### src/rtl/audio_dma_pkg.sv
package audio_dma_pkg;
   localparam int FRAME_BYTES = 4;
   localparam int WORD_W      = 8 * FRAME_BYTES;

   typedef enum logic [1:0] {
      SEL_CTRL  = 2'd0,
      SEL_ADDR  = 2'd1,
      SEL_COUNT = 2'd2,
      SEL_NONE  = 2'd3
   } cfg_sel_t;

   typedef enum logic [1:0] {
      ST_IDLE = 2'd0,
      ST_MEM  = 2'd1,
      ST_STR  = 2'd2
   } dma_state_t;
endpackage

### src/rtl/audio_dma_regs.sv
module audio_dma_regs
   import audio_dma_pkg::*;
#(
   parameter int ADDR_W = 32,
   parameter int CNT_W  = 16
) (
   input  logic              clk,
   input  logic              rst_n,
   input  logic              wr_en,
   input  logic [1:0]        wr_sel,
   input  logic [ADDR_W-1:0] wr_data,
   input  logic              step,
   output logic [ADDR_W-1:0] addr_o,
   output logic [CNT_W-1:0]  rem_o,
   output logic              en_o
);
   logic [ADDR_W-1:0] addr_q;
   logic [CNT_W-1:0]  rem_q;
   logic              en_q;
   logic              unused_wr_bit;

   assign unused_wr_bit = wr_data[1];

   always_ff @(posedge clk) begin
      if (!rst_n) begin
         addr_q <= '0;
         rem_q  <= '0;
         en_q   <= 1'b0;
      end else if (wr_en) begin
         case (cfg_sel_t'(wr_sel))
            SEL_CTRL:  en_q   <= wr_data[0];
            SEL_ADDR:  addr_q <= {wr_data[ADDR_W-1:2], 2'b00};
            SEL_COUNT: rem_q  <= {wr_data[CNT_W-1:2], 2'b00};
            default:   ;
         endcase
      end else if (step) begin
         addr_q <= addr_q + ADDR_W'(FRAME_BYTES);
         rem_q  <= rem_q - CNT_W'(FRAME_BYTES);
      end
   end

   assign addr_o = addr_q;
   assign rem_o  = rem_q;
   assign en_o   = en_q;

   AST_STEP_ADDR: assert property (@(posedge clk) disable iff (!rst_n)
      step && !wr_en |=> addr_q == $past(addr_q) + ADDR_W'(FRAME_BYTES));
   AST_STEP_COUNT: assert property (@(posedge clk) disable iff (!rst_n)
      step && !wr_en |=> rem_q == $past(rem_q) - CNT_W'(FRAME_BYTES));
   AST_NO_UNDERFLOW: assert property (@(posedge clk) disable iff (!rst_n)
      step |-> rem_q != '0);
   AST_QUIET_HOLD: assert property (@(posedge clk) disable iff (!rst_n)
      !wr_en && !step |=> $stable(addr_q) && $stable(rem_q) && $stable(en_q));
endmodule

### src/rtl/audio_dma_engine.sv
module audio_dma_engine
   import audio_dma_pkg::*;
#(
   parameter int ADDR_W   = 32,
   parameter int CNT_W    = 16,
   parameter bit PLAYBACK = 1'b1
) (
   input  logic              clk,
   input  logic              rst_n,
   input  logic              en,
   input  logic [ADDR_W-1:0] cur_addr,
   input  logic [CNT_W-1:0]  rem,
   input  logic              svc_start,
   input  logic [CNT_W-1:0]  svc_bytes,
   output logic              mem_req,
   output logic              mem_we,
   output logic [ADDR_W-1:0] mem_addr,
   output logic [WORD_W-1:0] mem_wdata,
   input  logic [WORD_W-1:0] mem_rdata,
   input  logic              mem_ready,
   output logic              snk_valid,
   input  logic              snk_ready,
   output logic [WORD_W-1:0] snk_data,
   input  logic              src_valid,
   output logic              src_ready,
   input  logic [WORD_W-1:0] src_data,
   output logic              step,
   output logic              busy,
   output logic              done_pulse
);
   localparam int FR_W = CNT_W - 2;

   dma_state_t        state_q, state_d;
   logic [FR_W-1:0]   left_q, left_d;
   logic [WORD_W-1:0] hold_q, hold_d;
   logic              done_q, done_d;
   logic              fin;
   logic [CNT_W-1:0]  amt;
   logic [FR_W-1:0]   frames;
   logic              start;
   logic              unused_amt;

   assign amt        = (rem < svc_bytes) ? rem : svc_bytes;
   assign frames     = amt[CNT_W-1:2];
   assign unused_amt = ^amt[1:0];
   assign start      = (state_q == ST_IDLE) && svc_start && en && (frames != '0);

   generate
      if (PLAYBACK) begin : g_play
         logic unused_src;
         assign unused_src = src_valid ^ (^src_data);
         always_comb begin
            state_d = state_q; left_d = left_q; hold_d = hold_q;
            step = 1'b0; fin = 1'b0;
            mem_req = 1'b0; mem_we = 1'b0; snk_valid = 1'b0; src_ready = 1'b0;
            case (state_q)
               ST_IDLE: if (start) begin left_d = frames; state_d = ST_MEM; end
               ST_MEM: begin
                  mem_req = 1'b1;
                  if (mem_ready) begin hold_d = mem_rdata; state_d = ST_STR; end
               end
               ST_STR: begin
                  snk_valid = 1'b1;
                  if (snk_ready) begin
                     step   = 1'b1;
                     left_d = left_q - 1'b1;
                     if (left_q == FR_W'(1)) begin fin = 1'b1; state_d = ST_IDLE; end
                     else state_d = ST_MEM;
                  end else begin
                     fin = 1'b1; state_d = ST_IDLE;
                  end
               end
               default: state_d = ST_IDLE;
            endcase
         end
      end else begin : g_capt
         logic unused_snk;
         assign unused_snk = snk_ready ^ (^mem_rdata);
         always_comb begin
            state_d = state_q; left_d = left_q; hold_d = hold_q;
            step = 1'b0; fin = 1'b0;
            mem_req = 1'b0; mem_we = 1'b0; snk_valid = 1'b0; src_ready = 1'b0;
            case (state_q)
               ST_IDLE: if (start) begin left_d = frames; state_d = ST_STR; end
               ST_STR: begin
                  src_ready = 1'b1;
                  if (src_valid) begin hold_d = src_data; state_d = ST_MEM; end
                  else begin fin = 1'b1; state_d = ST_IDLE; end
               end
               ST_MEM: begin
                  mem_req = 1'b1;
                  mem_we  = 1'b1;
                  if (mem_ready) begin
                     step   = 1'b1;
                     left_d = left_q - 1'b1;
                     if (left_q == FR_W'(1)) begin fin = 1'b1; state_d = ST_IDLE; end
                     else state_d = ST_STR;
                  end
               end
               default: state_d = ST_IDLE;
            endcase
         end
      end
   endgenerate

   assign done_d = fin && en && (step ? (rem == CNT_W'(FRAME_BYTES)) : (rem == '0));

   always_ff @(posedge clk) begin
      if (!rst_n) begin
         state_q <= ST_IDLE;
         left_q  <= '0;
         hold_q  <= '0;
         done_q  <= 1'b0;
      end else begin
         state_q <= state_d;
         left_q  <= left_d;
         hold_q  <= hold_d;
         done_q  <= done_d;
      end
   end

   assign mem_addr   = cur_addr;
   assign mem_wdata  = hold_q;
   assign snk_data   = hold_q;
   assign busy       = (state_q != ST_IDLE);
   assign done_pulse = done_q;

   AST_ZERO_SERVICE: assert property (@(posedge clk) disable iff (!rst_n)
      (state_q == ST_IDLE) && svc_start && (!en || rem == '0 || svc_bytes[CNT_W-1:2] == '0)
      |=> (state_q == ST_IDLE) && !done_q);
   AST_START_ENABLED: assert property (@(posedge clk) disable iff (!rst_n)
      $rose(busy) |-> $past(en));
   AST_DONE_CAUSE: assert property (@(posedge clk) disable iff (!rst_n)
      done_q |-> en && rem == '0);
   AST_DONE_SINGLE: assert property (@(posedge clk) disable iff (!rst_n)
      done_q |=> !done_q);
   AST_MEM_HOLD: assert property (@(posedge clk) disable iff (!rst_n)
      mem_req && !mem_ready |=> mem_req && $stable(mem_addr) && $stable(mem_we)
                                 && $stable(mem_wdata));
endmodule

### src/rtl/audio_dma_channel.sv
module audio_dma_channel
   import audio_dma_pkg::*;
#(
   parameter int ADDR_W   = 32,
   parameter int CNT_W    = 16,
   parameter bit PLAYBACK = 1'b1
) (
   input  logic              clk,
   input  logic              rst_n,
   input  logic              cfg_we,
   input  logic [1:0]        cfg_sel,
   input  logic [ADDR_W-1:0] cfg_wdata,
   input  logic              svc_start,
   input  logic [CNT_W-1:0]  svc_bytes,
   output logic              mem_req,
   output logic              mem_we,
   output logic [ADDR_W-1:0] mem_addr,
   output logic [31:0]       mem_wdata,
   input  logic [31:0]       mem_rdata,
   input  logic              mem_ready,
   output logic              snk_valid,
   input  logic              snk_ready,
   output logic [31:0]       snk_data,
   input  logic              src_valid,
   output logic              src_ready,
   input  logic [31:0]       src_data,
   output logic [ADDR_W-1:0] cur_addr,
   output logic [CNT_W-1:0]  remaining,
   output logic              enabled,
   output logic              busy,
   output logic              done_pulse
);
   generate
      if (CNT_W < 4 || CNT_W > ADDR_W) begin : g_bad_widths
         $error("audio_dma_channel: CNT_W must lie in 4..ADDR_W");
      end
      if (WORD_W != 32) begin : g_bad_frame
         $error("audio_dma_channel: a frame must be one 32-bit word");
      end
   endgenerate

   logic wr_en;
   logic step;

   assign wr_en = cfg_we && !busy;

   audio_dma_regs #(.ADDR_W(ADDR_W), .CNT_W(CNT_W)) u_regs (
      .clk     (clk),
      .rst_n   (rst_n),
      .wr_en   (wr_en),
      .wr_sel  (cfg_sel),
      .wr_data (cfg_wdata),
      .step    (step),
      .addr_o  (cur_addr),
      .rem_o   (remaining),
      .en_o    (enabled)
   );

   audio_dma_engine #(.ADDR_W(ADDR_W), .CNT_W(CNT_W), .PLAYBACK(PLAYBACK)) u_engine (
      .clk        (clk),
      .rst_n      (rst_n),
      .en         (enabled),
      .cur_addr   (cur_addr),
      .rem        (remaining),
      .svc_start  (svc_start),
      .svc_bytes  (svc_bytes),
      .mem_req    (mem_req),
      .mem_we     (mem_we),
      .mem_addr   (mem_addr),
      .mem_wdata  (mem_wdata),
      .mem_rdata  (mem_rdata),
      .mem_ready  (mem_ready),
      .snk_valid  (snk_valid),
      .snk_ready  (snk_ready),
      .snk_data   (snk_data),
      .src_valid  (src_valid),
      .src_ready  (src_ready),
      .src_data   (src_data),
      .step       (step),
      .busy       (busy),
      .done_pulse (done_pulse)
   );
endmodule

### config.mk
export PLATFORM = sky130hd
export DESIGN_NAME = audio_dma_channel
export DESIGN_NICKNAME = d
export VERILOG_FILES = /design/src/rtl/audio_dma_pkg.sv /design/src/rtl/audio_dma_regs.sv /design/src/rtl/audio_dma_engine.sv /design/src/rtl/audio_dma_channel.sv
export SDC_FILE = /design/constraint.sdc
export NUM_CORES = 1
export LEC_CHECK = 0
export ABC_AREA = 1
export BUFFER_PORTS_ARGS = -buffer_cell sky130_fd_sc_hd__buf_2
export CAP_MARGIN = 20
export CORE_MARGIN = 2
export CORE_UTILIZATION = 35
export DETAILED_ROUTE_END_ITERATION = 8
export GPL_ROUTABILITY_DRIVEN = 0
export PLACE_DENSITY_LB_ADDON = 0.08
export SETUP_SLACK_MARGIN = 0.15
export SLEW_MARGIN = 20
export SYNTH_ARGS = -nofsm -noshare
export SYNTH_HDL_FRONTEND = slang
export SYNTH_HIERARCHICAL = 1
export SYNTH_SLANG_ARGS = --single-unit
### constraint.sdc
create_clock -name clk -period 2.5 [get_ports clk]
set_clock_uncertainty 0.05 [all_clocks]
set_input_delay 0 -clock clk [delete_from_list [all_inputs] [get_ports clk]]
set_output_delay 0 -clock clk [all_outputs]
set_load 0.005 [all_outputs]
Yosys cells after proc, flatten, opt, wreduce, memory -nomap -nowiden
Cells that the tools add are included.
{"block": "totals", "ff_bits": 98, "input_bits": 121, "output_inout_bits": 151, "wordCells": 65}
{"block": "op_classes", "add_sub_neg": 3, "n_lt_le_gt_ge": 1, "n_eq_ne": 11, "mux": 23, "n_reduce_logical": 20}
{"operator": "$mux 32", "count": 3}
{"operator": "$mux 16", "count": 4}
{"operator": "$add 32x3->32 const B", "count": 1}
{"operator": "$mux 14", "count": 2}
{"operator": "$pmux 14 s2", "count": 1}
{"operator": "$eq 16x3->1 const B", "count": 1}
{"operator": "$logic_not 16->1", "count": 1}
{"operator": "$lt 16x16->1", "count": 1}
{"operator": "$sub 16x3->16 const B", "count": 1}
{"operator": "$eq 14x1->1 const B", "count": 1}
{"operator": "$reduce_bool 14->1", "count": 1}
{"operator": "$sub 14x1->14 const B", "count": 1}
{"operator": "$mux 1", "count": 10}
{"operator": "$reduce_and 2->1", "count": 5}
{"operator": "$ne 2x2->1 const B", "count": 4}
{"operator": "$logic_and 1x1->1", "count": 6}
{"operator": "$pmux 2 s3", "count": 1}
{"operator": "$reduce_bool 2->1", "count": 3}
{"operator": "$eq 2x1->1 const B", "count": 2}
{"operator": "$eq 2x2->1 const B", "count": 2}
{"operator": "$logic_not 2->1", "count": 2}
{"operator": "$mux 2", "count": 2}
{"operator": "$reduce_and 3->1", "count": 1}
{"operator": "$ne 2x1->1 const B", "count": 1}
{"operator": "$logic_not 1->1", "count": 1}

Logic depth before layout (Yosys ltp)
{"block": "logic_depth", "word_depth": 6, "mapped_depth": 23, "depth_no_buf": 21}

Modules after synthesis
The synthesis kept the hierarchy.
{"module": "audio_dma_engine", "instances": 1, "cells_each": 526, "area_per_inst_um2": 3616.0, "seq_area_each_um2": 980.9}
{"module": "audio_dma_regs", "instances": 1, "cells_each": 530, "area_per_inst_um2": 3199.3, "seq_area_each_um2": 900.9}
{"module": "audio_dma_channel", "instances": 1, "cells_each": 2, "area_per_inst_um2": 10.0, "seq_area_each_um2": 0.0}

Worst setup path after synthesis
Ideal clock, no wire load.
{"block": "synth_path", "kind": "register -> register", "startpoint": "reg u_regs.rem_q[5] (netlist: u_regs/rem_o[5])", "endpoint": "reg u_engine.left_q[7]", "setup_time_ns": 0.115, "t_arrival_ns": 2.128, "required_time_ns": 2.335, "setup_slack_ns": 0.207, "path_stages_with_launch": 20, "path_buffers": 2, "period_less_slack_ns": 2.293, "cell_sequence": "dfxtp_1 > ha_1 > a21oi_2 > nor2_1 > nor3_4 > nand2_2 > nand2_4 > nand2_4 > buf_12 > nand2_2 > nand2_2 > nor2_2 > nand2_1 > nor2_2 > nand2_2 > nand2_4 > buf_8 > nand3b_1 > nand2_1 > nor2_1"}
{"block": "synth_between", "elab_chain_cells": 6, "elab_cells_between_ends": 8, "classes_between": "1 x order compare; 1 x eq/ne; 3 x mux; 3 x reduce/logical"}
{"item": "start, declared", "line": "audio_dma_regs.sv:18", "text": "logic [CNT_W-1:0] rem_q;"}
{"item": "start signal, assigned", "line": "audio_dma_regs.sv:33", "text": "SEL_COUNT: rem_q <= {wr_data[CNT_W-1:2], 2'b00};"}
{"item": "start signal, assigned", "line": "audio_dma_regs.sv:38", "text": "rem_q <= rem_q - CNT_W'(FRAME_BYTES);"}
{"item": "$lt 16x16->1", "line": "audio_dma_engine.sv:43", "text": "assign amt = (rem < svc_bytes) ? rem : svc_bytes;"}
{"item": "$mux 16 *", "line": "audio_dma_engine.sv:43"}
{"item": "$reduce_bool 14->1", "line": "audio_dma_engine.sv:46", "text": "assign start = (state_q == ST_IDLE) && svc_start && en && (frames != '0);"}
{"item": "$logic_and 1x1->1", "line": "audio_dma_engine.sv:46"}
{"item": "$ne 2x1->1 (no source line)"}
{"item": "$reduce_and 3->1 (no source line)"}
{"item": "end signal, assigned", "line": "audio_dma_engine.sv:116", "text": "left_q <= left_d;"}
{"item": "end, declared", "line": "audio_dma_engine.sv:34", "text": "logic [FR_W-1:0] left_q, left_d;"}
Mark *: on every way between the ends. The rest lies on a longest branch, timed or not. The select of a mux whose other input is x is not followed.
A chain may end at the register's enable or synchronous reset.

Worst setup path after layout
{"block": "layout_path", "startpoint": "reg u_regs.rem_q[9] (netlist: u_regs/rem_o[9])", "endpoint": "reg u_engine.left_q[0]"}
Same word-level chain as after synthesis.

==> run summary <==
Status: complete, no violations
Placed insts: 1,474
H-tree levels: 3
# fillers: 2,064
Hold Slack: 0.0284 ns
Area after DPL: 7780 um^2
Fin nets: 1,447
Leading area contributor after synthesis: dfxtp_1
Final Power: 4000 uW
CP Class: flop to flop
Post-DRT Antenna Nets: 0
DR pass1 iterations: 5
Top FF cell, synth: dfxtp_1
Fmax: 0.410 GHz
CP Max Fanout: 8
Vias in the first global route: 6,645
Root Buffer Master: clkbuf_16
Drt via density: 4.83
Die height: 144 um
Pin count of the biggest net entering global routing: 48
Mapped Area: 6830 um^2
WL final: 22.8 mm
Clk buf depth: 2
RSZ-0062 raised after global routing: true
Layout area overhead: 34.5%
CP Launch Point: u_regs/rem_o[9]
Post-Layout Cell Count: 1,578
Gate Count Post-Synth: 1,058
Ys async rst share: 0%
WP data arrival: 2.68 ns
Max-cap violations: 0
CTS Buf Count: 9
WL per Instance: 14.5 um
Measured slew at the worst slew-check pin: 0.791 ns
HPWL Detailed: 16.3 mm
Initial core utilization: 35.4%
Final setup viols: 0
Worst-skew pair later-pin latency: 0.36 ns
Multi-input combinational cell area: 4140 um^2
Most instantiated cells after synthesis: 251 x nand2_1, 128 x nor2_1, 95 x a21oi_1, 94 x dfxtp_1, 92 x nand3_1
RR Endpoint: u_engine/left_q[0]
Slew headroom: 47.1%
VDD IR max: 0.318 mV
Unique masters post-synth: 49
Fin. max-slew vios: 0
CP Capture Type: flop
Core area: 19,300 um^2
Die ar.: 20,600 um^2
Startpoint Class: flop
Power per cell area: 436 nW/um^2
Leak: 0.00439 uW
Vias post-DR: 7,615
I/O pins: 272
Initial antenna violation count: 2
R2R Setup Slk: 0.06 ns
Gr ovfl total: 0
DRC: 0
Crit path capture: u_engine/left_q[0]
EDFF count, synth: 0
Required @ worst endpoint: 2.74 ns
Syn_area_per_cell: 6.45 um^2
Synth top area cells: dfxtp_1 28%, nand2_1 14%, buf_4 8.0%
Share of cells above drive strength 1: 31.1%
Synthesis Warnings: 6
Clock transition at path regs: 0.07 ns
Worst r2r src: u_regs/rem_o[9]
Clock sink total: 94
Overall Global Routing Usage: 21.0%
Share of the synthesized area in the top cell type: 27.6%
DR iter-0 viols: 394
TritonCTS clock tree: built
Port buffer count: 229
# rows: 51
Chip Width: 144 um
Final Cell Area: 9180 um^2
Final hold vios: 0
Worst Hold Class: input port to flop
Sequential area share after synthesis: 27.6%
Minimum clock period: 2.44 ns
Yosys reg bits: 94
Top-count cell post-synth: nand2_1
FF+latch area: 1890 um^2
First-pass GRT wire length: 34.4 mm
R2R cell count: 17
Tcrit/Tclk final: 97.5%
metrics by stage:
step | utilization [%] | worst slack, ns | TNS [ns]
CTS | 46.3 | 0.132 | 0
detailed placement | 40.4 | 0.0495 | 0
global placement | 40.4 | 0.0858 | 0
floorplan | - | 0.207 | 0
finish | 47.6 | 0.0625 | 0
global route | 47.6 | -0.0677 | -0.209
sequential cells by signal (all words and copies together) (netlist names):
name                 count
u_engine/mem_wdata      32
u_regs/addr_o           30
u_engine/left_q         14
u_regs/rem_o            14
u_engine/state_q         2
u_engine/done_pulse      1
u_regs/en_o              1
layout make-up:
| class | count | share of cell area [%] |
|---|---|---|
| Timing Repair inverter | 1 | 0.0818 |
| Inverter | 83 | 3.44 |
| Timing Repair Buffer | 344 | 24.0 |
| Clock inverter | 7 | 0.736 |
| Sequential cell | 94 | 20.6 |
| Clock buffer | 9 | 2.45 |
| Antenna cell | 1 | 0.0273 |
| Multi-Input combinational cell | 774 | 45.1 |
| Tap cell | 265 | 3.61 |
cells in the final DEF (no fill, tap or decap), types with 18 or more instances in the layout:
| cell | count |
|---|---|
| nor2_2 | 18 |
| a21oi_1 | 92 |
| o21ai_0 | 50 |
| dfxtp_1 | 89 |
| buf_4 | 44 |
| nand2_1 | 238 |
| nor2_1 | 124 |
| nand2_2 | 29 |
| buf_2 | 229 |
| dlygate4sd3_1 | 66 |
| nand3_1 | 90 |
| inv_1 | 72 |
worst max-delay path, stage by stage (launching register included):
cell and delay (ns):
dfxtp_1 0.32, ha_1 0.30, a21oi_2 0.15, o21ai_2 0.08, a21oi_4 0.24, nand2_8 0.10, buf_12 0.16, nand2_2 0.06
nand2_2 0.07, nor2_2 0.10, nand2_1 0.07, nor2_2 0.13, nand2_4 0.11, nand2_8 0.12, nand2_8 0.08, nand2_2 0.11
nand2_1 0.05, nor2_1 0.09
where the power goes:
group / switching, uW / internal, uW / leakage [uW]
Combinational: 553 / 440 / 0.00348
Sequential: 61.7 / 1550 / 0.000764
Clock: 694 / 708 / 0.000143
logic make-up (layout without fill, tap and decap cells):
family / after synthesis / count (layout) / synth area share [%]
buf+inv: 196 / 444 / 16.0
compound gates: 187 / 187 / 15.0
simple gates: 552 / 554 / 36.8
fa+ha+maj: 19 / 19 / 3.48
other cells: 2 / 7 / 0.110
flops: 94 / 94 / 27.6
xor+xnor: 7 / 7 / 0.898
mux: 1 / 1 / 0.147
repair_timing:
item                                   4_1_cts  5_1_grt
setup endpoints to repair                   14       17
hold buffers                                66        0
gates cloned                                 2        1
setup buffers                                9        9
gates resized for setup                     19       42
pin swaps                                   14       24
endpoints found under the hold margin       69        0
worst min path at each step:
stage / start / end / slack [ns] / cells after the start
floorplan: rst_n / u_engine/left_q[2] / 0.07 / 2
global placement: mem_ready / u_engine/state_q[1] / 0.22 / 3
detailed placement: mem_ready / u_engine/state_q[1] / 0.23 / 3
CTS: snk_ready / u_engine/state_q[0] / 0.02 / 5
global route: snk_ready / u_engine/done_pulse / 0.03 / 4
finish: snk_ready / u_engine/done_pulse / 0.03 / 4
layer usage:
layer	share of wire (%)	global-route usage [%]
met5	0.057	0
met4	1.2	5.37
met1	46	28.3
met3	5.1	2.83
met2	47	35.3
(Power assumes the default switching activity.)
